## src/rtl/nic_pkg.sv

```systemverilog
`timescale 1ns/1ps
package nic_pkg;

    // Request register field positions
    localparam int IPI_BIT      = 0;
    localparam int HALT_REQ_BIT = 1;
    localparam int SPARE_BIT    = 2;

    // Clear register field positions (sources share index with src_e)
    localparam int CLR_HALT_BIT = 3;
    localparam int FLD_W        = CLR_HALT_BIT + 1;

    localparam int NUM_SRC = 3;

    typedef enum logic [1:0] {
        SRC_ERR = 2'd0,
        SRC_SEV = 2'd1,
        SRC_TMR = 2'd2
    } src_e;

    typedef struct packed {
        logic spare;
        logic halt;
        logic ipi;
    } req_state_t;

    function automatic int src_idx(input src_e s);
        return int'(s);
    endfunction

endpackage

```

## src/rtl/nic_fall_sync.sv

```systemverilog
`timescale 1ns/1ps
module nic_fall_sync #(
    parameter int STAGES = 2
) (
    input  logic clk,
    input  logic rst,
    input  logic line_n,
    output logic fall
);
    logic [STAGES-1:0] pipe_q;
    logic              last_q;

    always_ff @(posedge clk) begin
        if (rst) begin
            pipe_q <= '1;
            last_q <= 1'b1;
        end else begin
            pipe_q <= {pipe_q[STAGES-2:0], line_n};
            last_q <= pipe_q[STAGES-1];
        end
    end

    assign fall = last_q & ~pipe_q[STAGES-1];

    assert_fall_pulse_R5: assert property (@(posedge clk) disable iff (rst)
        fall |=> !fall);

endmodule

```

## src/rtl/nic_tmr_phase.sv

```systemverilog
`timescale 1ns/1ps
module nic_tmr_phase #(
    parameter int CNT_W = 16
) (
    input  logic clk,
    input  logic rst,
    input  logic fall,
    input  logic node_sel,
    output logic tick
);
    localparam logic [CNT_W-1:0] CNT_MAX = '1;

    logic [CNT_W-1:0] cnt_q, period_q;
    logic             seen_q, armed_q;
    logic             fire;

    assign fire = armed_q && (cnt_q == (period_q >> 2));

    always_ff @(posedge clk) begin
        if (rst) begin
            cnt_q    <= '0;
            period_q <= '0;
            seen_q   <= 1'b0;
            armed_q  <= 1'b0;
        end else if (fall) begin
            cnt_q   <= '0;
            seen_q  <= 1'b1;
            armed_q <= seen_q;
            if (seen_q)
                period_q <= (cnt_q == CNT_MAX) ? CNT_MAX : cnt_q + 1'b1;
        end else begin
            if (cnt_q != CNT_MAX)
                cnt_q <= cnt_q + 1'b1;
            if (fire)
                armed_q <= 1'b0;
        end
    end

    assign tick = node_sel ? fire : fall;

    assert_fire_once_R10: assert property (@(posedge clk) disable iff (rst)
        (fire && !fall) |=> !fire);

endmodule

```

## src/rtl/nic_regs.sv

```systemverilog
`timescale 1ns/1ps
module nic_regs
    import nic_pkg::*;
(
    input  logic               clk,
    input  logic               rst,
    input  logic               wr_req,
    input  logic               wr_clr,
    input  logic [FLD_W-1:0]   wdata,
    input  logic [NUM_SRC-1:0] src_set,
    output req_state_t         req_q,
    output logic [NUM_SRC-1:0] lat_q
);
    logic [NUM_SRC-1:0] clr_mask;

    assign clr_mask = wr_clr ? wdata[NUM_SRC-1:0] : '0;

    always_ff @(posedge clk) begin
        if (rst) begin
            req_q <= '0;
            lat_q <= '0;
        end else begin
            if (wr_req) begin
                req_q.ipi   <= wdata[IPI_BIT];
                req_q.spare <= wdata[SPARE_BIT];
            end
            if (wr_req && wdata[HALT_REQ_BIT])
                req_q.halt <= 1'b1;
            else if (wr_clr && wdata[CLR_HALT_BIT])
                req_q.halt <= 1'b0;
            lat_q <= src_set | (lat_q & ~clr_mask);
        end
    end

    assert_reset_R1: assert property (@(posedge clk)
        rst |=> (req_q == '0 && lat_q == '0));

    assert_ipi_follow_R2: assert property (@(posedge clk) disable iff (rst)
        wr_req |=> (req_q.ipi == $past(wdata[IPI_BIT])));

    assert_halt_sticky_R3: assert property (@(posedge clk) disable iff (rst)
        (req_q.halt && !(wr_clr && wdata[CLR_HALT_BIT])) |=> req_q.halt);

    assert_halt_clear_R4: assert property (@(posedge clk) disable iff (rst)
        (wr_clr && wdata[CLR_HALT_BIT]) |=> !req_q.halt);

    assert_w1c_R6: assert property (@(posedge clk) disable iff (rst)
        wr_clr |=> ((lat_q & $past(wdata[NUM_SRC-1:0] & ~src_set)) == '0));

    assert_edge_wins_R7: assert property (@(posedge clk) disable iff (rst)
        (src_set != '0) |=> ((lat_q & $past(src_set)) == $past(src_set)));

endmodule

```

## src/rtl/node_irq_ctrl.sv

```systemverilog
`timescale 1ns/1ps
module node_irq_ctrl
    import nic_pkg::*;
#(
    parameter int                DATA_W      = 64,
    parameter int                ADDR_W      = 4,
    parameter logic [ADDR_W-1:0] REQ_ADDR    = 'd0,
    parameter logic [ADDR_W-1:0] CLR_ADDR    = 'd1,
    parameter int                SYNC_STAGES = 2,
    parameter int                CNT_W       = 16
) (
    input  logic              clk,
    input  logic              rst,
    input  logic              node_sel,
    input  logic              err_n,
    input  logic              sysevt_n,
    input  logic              tmr_n,
    input  logic              csr_wr,
    input  logic [ADDR_W-1:0] csr_addr,
    input  logic [DATA_W-1:0] csr_wdata,
    output logic [DATA_W-1:0] csr_rdata,
    output logic              ipi_irq,
    output logic              sysevt_irq,
    output logic              err_irq,
    output logic              tmr_irq
);
    logic [NUM_SRC-1:0] lines_n, falls, src_set, lat;
    logic               tmr_tick;
    logic               wr_req, wr_clr;
    req_state_t         req;
    logic               unused_wdata;

    assign lines_n = {tmr_n, sysevt_n, err_n};
    assign unused_wdata = ^csr_wdata;

    generate
        for (genvar i = 0; i < NUM_SRC; i++) begin : g_sync
            nic_fall_sync #(.STAGES(SYNC_STAGES)) u_sync (
                .clk   (clk),
                .rst   (rst),
                .line_n(lines_n[i]),
                .fall  (falls[i])
            );
        end
    endgenerate

    nic_tmr_phase #(.CNT_W(CNT_W)) u_phase (
        .clk     (clk),
        .rst     (rst),
        .fall    (falls[src_idx(SRC_TMR)]),
        .node_sel(node_sel),
        .tick    (tmr_tick)
    );

    always_comb begin
        src_set = falls;
        src_set[src_idx(SRC_TMR)] = tmr_tick;
    end

    assign wr_req = csr_wr && (csr_addr == REQ_ADDR);
    assign wr_clr = csr_wr && (csr_addr == CLR_ADDR);

    nic_regs u_regs (
        .clk    (clk),
        .rst    (rst),
        .wr_req (wr_req),
        .wr_clr (wr_clr),
        .wdata  (csr_wdata[FLD_W-1:0]),
        .src_set(src_set),
        .req_q  (req),
        .lat_q  (lat)
    );

    always_comb begin
        csr_rdata = '0;
        if (csr_addr == REQ_ADDR) begin
            csr_rdata[IPI_BIT]      = req.ipi;
            csr_rdata[HALT_REQ_BIT] = req.halt;
            csr_rdata[SPARE_BIT]    = req.spare;
        end else if (csr_addr == CLR_ADDR) begin
            csr_rdata[NUM_SRC-1:0]  = lat;
            csr_rdata[CLR_HALT_BIT] = req.halt;
        end
    end

    assign ipi_irq    = req.ipi;
    assign sysevt_irq = lat[src_idx(SRC_SEV)] | req.halt;
    assign err_irq    = lat[src_idx(SRC_ERR)];
    assign tmr_irq    = lat[src_idx(SRC_TMR)];

    assert_sysevt_src_R4: assert property (@(posedge clk) disable iff (rst)
        $rose(sysevt_irq) |-> $past(falls[src_idx(SRC_SEV)] || (wr_req && csr_wdata[HALT_REQ_BIT])));

endmodule

```

## config.mk

```make
export PLATFORM = sky130hd
export DESIGN_NAME = node_irq_ctrl
export DESIGN_NICKNAME = d
export VERILOG_FILES = /design/src/rtl/nic_pkg.sv /design/src/rtl/nic_fall_sync.sv /design/src/rtl/nic_tmr_phase.sv /design/src/rtl/nic_regs.sv /design/src/rtl/node_irq_ctrl.sv
export SDC_FILE = /design/constraint.sdc
export NUM_CORES = 1
export LEC_CHECK = 0
export CAP_MARGIN = 30
export CORE_MARGIN = 5
export CORE_UTILIZATION = 43
export CTS_CLUSTER_DIAMETER = 50
export DETAILED_ROUTE_END_ITERATION = 8
export GPL_ROUTABILITY_DRIVEN = 0
export GPL_TIMING_DRIVEN = 0
export PLACE_DENSITY_LB_ADDON = 0.3
export SLEW_MARGIN = 25
export SYNTH_ARGS = -nofsm -noshare
export SYNTH_HDL_FRONTEND = slang
export SYNTH_SLANG_ARGS = --single-unit
export TNS_END_PERCENT = 50
```

## constraint.sdc

```tcl
create_clock -name clk -period 4.3 [get_ports clk]
set_input_delay 0.645 -clock clk [delete_from_list [all_inputs] [get_ports clk]]
set_output_delay 0.645 -clock clk [all_outputs]
set_load 0.01 [all_outputs]
```

==> metrics.md, run 1 <==
| Metric | Value |
|---|---|
| Critical path startpoint category | input pin |
| Worst-skew pair later-pin latency | around 0.31 ns |
| Routed WL | 5560 um |
| Mapped Area | 2660 um^2 |
| Hold Vio Cnt, Final | 0 |
| Crit path time final | between 3 and 4 ns |
| RSZ-0062 raised after global routing | no |
| Final core utilization | between 50 and 60% |
| Worst Path Buf+Inv | 2 |
| Core footprint | between 5000 and 6000 um^2 |
| Critical Path AT | 2.41 ns |
| WL/cell | roughly 12 um |
| Fmax | roughly 330 MHz |
| CP Cell Sequence | clkdlybuf4s50_1, nor3_1, and3_1, clkdlybuf4s50_1 |
| Initial Util | between 40% and 50% |
| DR pass1 iterations | 4 |
| Setup tns final | 0 ns |
| CTS tree | done |
| Slew HR | a little under half |
| Post-CTS Setup Repair Bufs | 0 |
| Most used cell, CP | clkdlybuf4s50_1 |
| Placed Cells | 464 |
| Die ar. | between 7000 and 8000 um^2 |
| Clk_skew | roughly 0.011 ns |
| Post-DP Area | 3180 um^2 |
| Final non-filler cell total | about 470 |
| Top delay family on crit path | buffers and inverters |
| Syn. warnings | 0 |
| Synth Flop Type | dfxtp_1 |
| Share of synthesized flip-flops with an asynchronous set or reset | 0% |
| Syn Area/Cell | around 8.6 um^2 |
| Max-cap viol count | 0 |
| Post-synth cell types | 48 |
| CP Max Fanout | 6 |
| Row count | 28 |
| H-Tree Depth | 2 |
| Port bufs | 20 |
| Sequential-to-total area share from yosys stat | 35.4% |
| # hold bufs at CTS | 0 |
| Synth top area share | 35.4% |
| Tot Pwr | 0.000859 W |
| Die X | about 90 um |
| Ant diodes | 0 |
| Clock Pin Slew Worst Setup and Hold Paths | 0.10 ns |
| IO Count | 143 |
| Die height | 88.7 um |
| CTS root buf | clkbuf_8 |
| Vias | 2,193 |
| Post-DP HPWL | about 4500 um |
| Synth Instances | 310 |
| Antenna viol nets, final | 0 |
| Most frequent cells in the layout | buf_4, conb_1, dfxtp_1 |
| Initial antenna violation count | 0 |
| CP max stage delay | between 0.5 and 0.6 ns |
| Worst hold path class | reg2reg |
| Total area of sequential cells | about 940 um^2 |
| Share of cells above drive strength 1 | around 23% |
| Grt ovf | 0 |
| Peak supply drop | ~0.24 mV |
| WP data required | 3.65 ns |
| CTS resizes | 0 |
| Pleak | 1.47 nW |
| First-pass GRT wire length | just under 9000 um |
| CP Capture Type | primary output |
| Vias in the first global route | ~1,800 |
| # fillers | about 570 |
| Crit share post-route | approximately 70% |
| PwrDens | ~260 nW/um^2 |
| Slowest-stage cell, CP | nor3_1 |
| Final Max Tran Viols | 0 |
| Area of the multi-input gates | approximately 1400 um^2 |
| Leading cell types by total area after synthesis | dfxtp_1, buf_4, xor2_1, nor2_1, mux2i_1 |
| Final Cell Area | 3270 um^2 |
| Number of synthesized register bits | 47 |
| DRC errors left | 0 |
| Total clock sinks | 47 |
| NumNets Final | about 470 |
| CTS Buffer Depth | 2 |
| Drt initial violations | 93 |
| Via density | 4.65 |
| Final setup violation count | 0 |
| Overall Global Routing Usage | around 14% |
| Worst-margin pin slew | roughly 0.8 ns |
| Run status | finished clean |
| Number of synthesized flops with an enable pin | 0 |
| Area leader, netlist | dfxtp_1 |
| WS Path Type | in2out |
| CTS Buf Count | 5 |
| Synth-to-Final Area Change | 22.9% |
| Largest net degree at the start of global routing | 18 |
==> synth_stat cells (all sizes together), types with 6 or more instances <==
library cell  number
nand3b             6
nand2              9
or2               11
a211oi             8
nand3              9
a21oi              7
dfxtp             47
nor2              37
mux2i              8
clkbuf            14
nand4             11
xor2              16
nor4               9
buf               66
==> per-stage QoR <==
stage          hold slack (ns)  setup slack [ns]
3_5_place_dp             0.393              1.30
4_1_cts                  0.418              1.30
3_3_place_gp             0.392              1.30
6_report                 0.420              1.24
2_1_floorplan            0.389              2.37
5_1_grt                  0.438              1.22
==> logic make-up after synthesis <==
group / synth area share, %
compound gates: 11.4
xor+xnor: 6.58
fa+ha+maj: 0.470
buf+inv: 20.5
flops: 35.4
mux: 3.01
other cells: 0.141
simple gates: 22.5
==> area by class of cell <==
cell class / instances / share of cell area (%)
Buffer: 80 / 16.5
Clock buffer: 5 / 2.10
Clock inverter: 3 / 0.765
Inverter: 2 / 0.230
Multi-Input combinational cell: 240 / 42.7
Sequential cell: 47 / 28.8
Tap cell: 75 / 2.87
Timing Repair Buffer: 20 / 6.12
==> report_power, final <==
part | internal [W] | switching [W] | leakage, nW
clock | 0.000119 | 0.000159 | 0.0452
sequential | 0.000444 | 0.00000513 | 0.382
combinational | 0.0000661 | 0.0000655 | 1.04
==> worst paths after layout <==
kind	slack (ns)	depth (start not counted)	end	startpoint
max reg2reg	2.21	6	u_phase.period_q[2]	u_phase.cnt_q[0]
max	1.24	4	csr_rdata[3]	csr_addr[1]
min	0.42	1	g_sync[2].u_sync.pipe_q[1]	g_sync[2].u_sync.pipe_q[0]
min reg2reg	0.42	1	g_sync[2].u_sync.pipe_q[1]	g_sync[2].u_sync.pipe_q[0]
==> per-layer routing <==
metal	global-route usage, %	wire length (um)	vias up
met5	0	0	-
met4	4.26	48	0
met3	3.63	549	6
met2	21.9	2530	70
met1	19.0	2430	986
li1	-	-	1131
==> sequential cells by signal, summed over array words and instances (netlist names) <==
register,count
g_sync.u_sync.last_q,3
g_sync.u_sync.pipe_q,6
u_phase.armed_q,1
u_phase.cnt_q,16
u_phase.period_q,14
u_phase.seen_q,1
u_regs.lat_q,3
u_regs.req_q,3
No activity file was read; power rests on OpenSTA's default activity.
==> inputs of run 2 (changes only) <==
CORE_UTILIZATION = 36   (was 43)
clock period = 2.75 ns   (was 4.3 ns; I/O delays follow)
==> run 2 against run 1 <==
Die area increased by 17%. Worst setup slack got worse by 1.1 ns. Sequential share of layout area decreased by 0.22 points. Combinational power increased by 56%. Cell count increased by 5.1%. Critical path type unchanged.
==> metrics.md, run 2 (synthesized netlist as in run 1, its figures left out) <==
| Metric | Value |
|---|---|
| Run status | finished clean |
| Post-CTS Setup Repair Bufs | 0 |
| Top reg by flops | u_phase.cnt_q |
| Setup tns final | 0 ns |
| WS Path Type | in2out |
| Worst-margin pin slew | slightly below 0.8 ns |
| DR pass1 iterations | 4 |
| Max-cap viol count | 0 |
| Largest net degree at the start of global routing | 16 |
| Die ar. | between 9000 and 10,000 um^2 |
| PwrDens | 401 nW/um^2 |
| Slew HR | 46.8% |
| Row count | 31 |
| NumNets Final | between 400 and 500 |
| Fmax | just under 400 MHz |
| Drt initial violations | a little over 90 |
| CTS Buffer Depth | 2 |
| Total clock sinks | between 40 and 50 |
| Psw | 0.000348 W |
| Power share of the clock group | a little under a third |
| Ant diodes | 0 |
| Post-DP HPWL | between 4000 and 5000 um |
| Core footprint | approximately 7200 um^2 |
| Peak supply drop | 0.358 mV |
| WP data required | approximately 2.3 ns |
| Final core utilization | approximately 46% |
| Antenna viol nets, final | 0 |
| Initial antenna violation count | 0 |
| Share of cells above drive strength 1 | about 23% |
| Final setup violation count | 0 |
| Placed Cells | between 400 and 500 |
| Hold Vio Cnt, Final | 0 |
| Critical Path AT | 2.18 ns |
| Biggest regs | u_phase.cnt_q: 16 flops, u_phase.period_q: 14 flops, g_sync.u_sync.pipe_q: 6 flops |
| Via density | 4.32 |
| CTS resizes | 0 |
| WL/cell | 11.7 um |
| Routed WL | 5780 um |
| Initial Util | around 37% |
| Part of the power in combinational logic | 15.6% |
| Hold Slack | between 0.4 and 0.5 ns |
| H-Tree Depth | 2 |
| Sequential share of power | about 53% |
| Die X | 96.0 um |
| Grt ovf | 0 |
| RSZ-0062 raised after global routing | no |
| CP Max Fanout | 6 |
| Port bufs | 20 |
| Worst-skew pair later-pin latency | around 0.3 ns |
| Sw frac | roughly a quarter |
| First-pass GRT wire length | a little under 9000 um |
| CTS Buf Count | 5 |
| Worst hold path class | reg2reg |
| Die height | 96.0 um |
| Clock Pin Slew Worst Setup and Hold Paths | around 0.090 ns |
| Clk_skew | between 0.005 and 0.006 ns |
| CP Capture Type | primary output |
| Pint | roughly 0.00098 W |
| Final Max Tran Viols | 0 |
| DRC errors left | 0 |
| IO Count | 143 |
| Pleak | approximately 1.5 nW |
| Most frequent cells in the layout | buf_4, conb_1, dfxtp_1 |
| Crit path time final | between 2 and 3 ns |
| Final non-filler cell total | between 400 and 500 |
| Crit share post-route | 94.2% |
| Synth-to-Final Area Change | 23.8% |
| Vias in the first global route | roughly 1,900 |
| # fillers | about 750 |
| Overall Global Routing Usage | 12.4% |
| CTS tree | done |
| # hold bufs at CTS | 0 |
| Vias | around 2,100 |
| CTS root buf | clkbuf_8 |
| Critical path startpoint category | input pin |
| Max reg flops | 16 |
[run 2: cell types whose count changed in the layout (fill, tap and decap cells not counted)]
cell,change
inv_6,-2
clkinv_2,+1
clkinvlp_4,+1
[run 2: per-layer routing]
| metal | share of wire (%) | track usage [%] | up-vias | routed length [um] |
|---|---|---|---|---|
| met5 | 0 | 0 | - | 0 |
| met4 | 1.1 | 3.67 | 0 | 66 |
| met3 | 6.2 | 2.66 | 8 | 357 |
| met2 | 47 | 20.0 | 50 | 2700 |
| met1 | 46 | 16.5 | 958 | 2660 |
| li1 | - | - | 1128 | - |
[run 2: path summary, 6_finish.rpt]
path / depth (start not counted) / to / startpoint / slack, ns
worst max-delay path: 4 / csr_rdata[3] / csr_addr[1] / 0.16
worst min-delay path: 1 / g_sync[2].u_sync.pipe_q[1] / g_sync[2].u_sync.pipe_q[0] / 0.41
worst max register to register: 6 / u_phase.period_q[2] / u_phase.cnt_q[1] / 0.61
worst min register to register: 1 / g_sync[2].u_sync.pipe_q[1] / g_sync[2].u_sync.pipe_q[0] / 0.41
[run 2: final cells by class]
cell class / count / area (um^2) / share of cell area, %
Multi-Input combinational cell: 240 / 1400 / 42.3
Sequential cell: 47 / 941 / 28.5
Buffer: 80 / 539 / 16.4
Timing Repair Buffer: 20 / 200 / 6.07
Tap cell: 99 / 124 / 3.76
Clock buffer: 5 / 68.8 / 2.09
Clock inverter: 3 / 20.0 / 0.607
Inverter: 2 / 7.51 / 0.228
[run 2: power groups by stage]
stage / Combinational [W] / Clock (W) / Sequential, W
6_report: 0.000206 / 0.000414 / 0.000703
5_1_grt: 0.000227 / 0.000457 / 0.000705
4_1_cts: 0.000202 / 0.000429 / 0.000703
3_5_place_dp: 0.000202 / 0 / 0.000719
3_3_place_gp: 0.000200 / 0 / 0.000718
2_1_floorplan: 0.000158 / 0 / 0.000718
[run 2: metrics by stage]
step / total power [W] / instance area (um^2) / setup WS (ns)
after floorplan: 0.000875 / 2880 / 1.02
after global placement: 0.000918 / 3210 / 0.196
after detailed placement: 0.000921 / 3210 / 0.148
after CTS: 0.00133 / 3300 / 0.141
after global routing: 0.00139 / 3300 / 0.0925
final: 0.00132 / 3300 / 0.161
[run 2: critical path, stage by stage]
cell and delay, ns:
clkdlybuf4s50_1 0.42, nor3_1 0.57, and3_1 0.24, clkdlybuf4s50_1 0.54
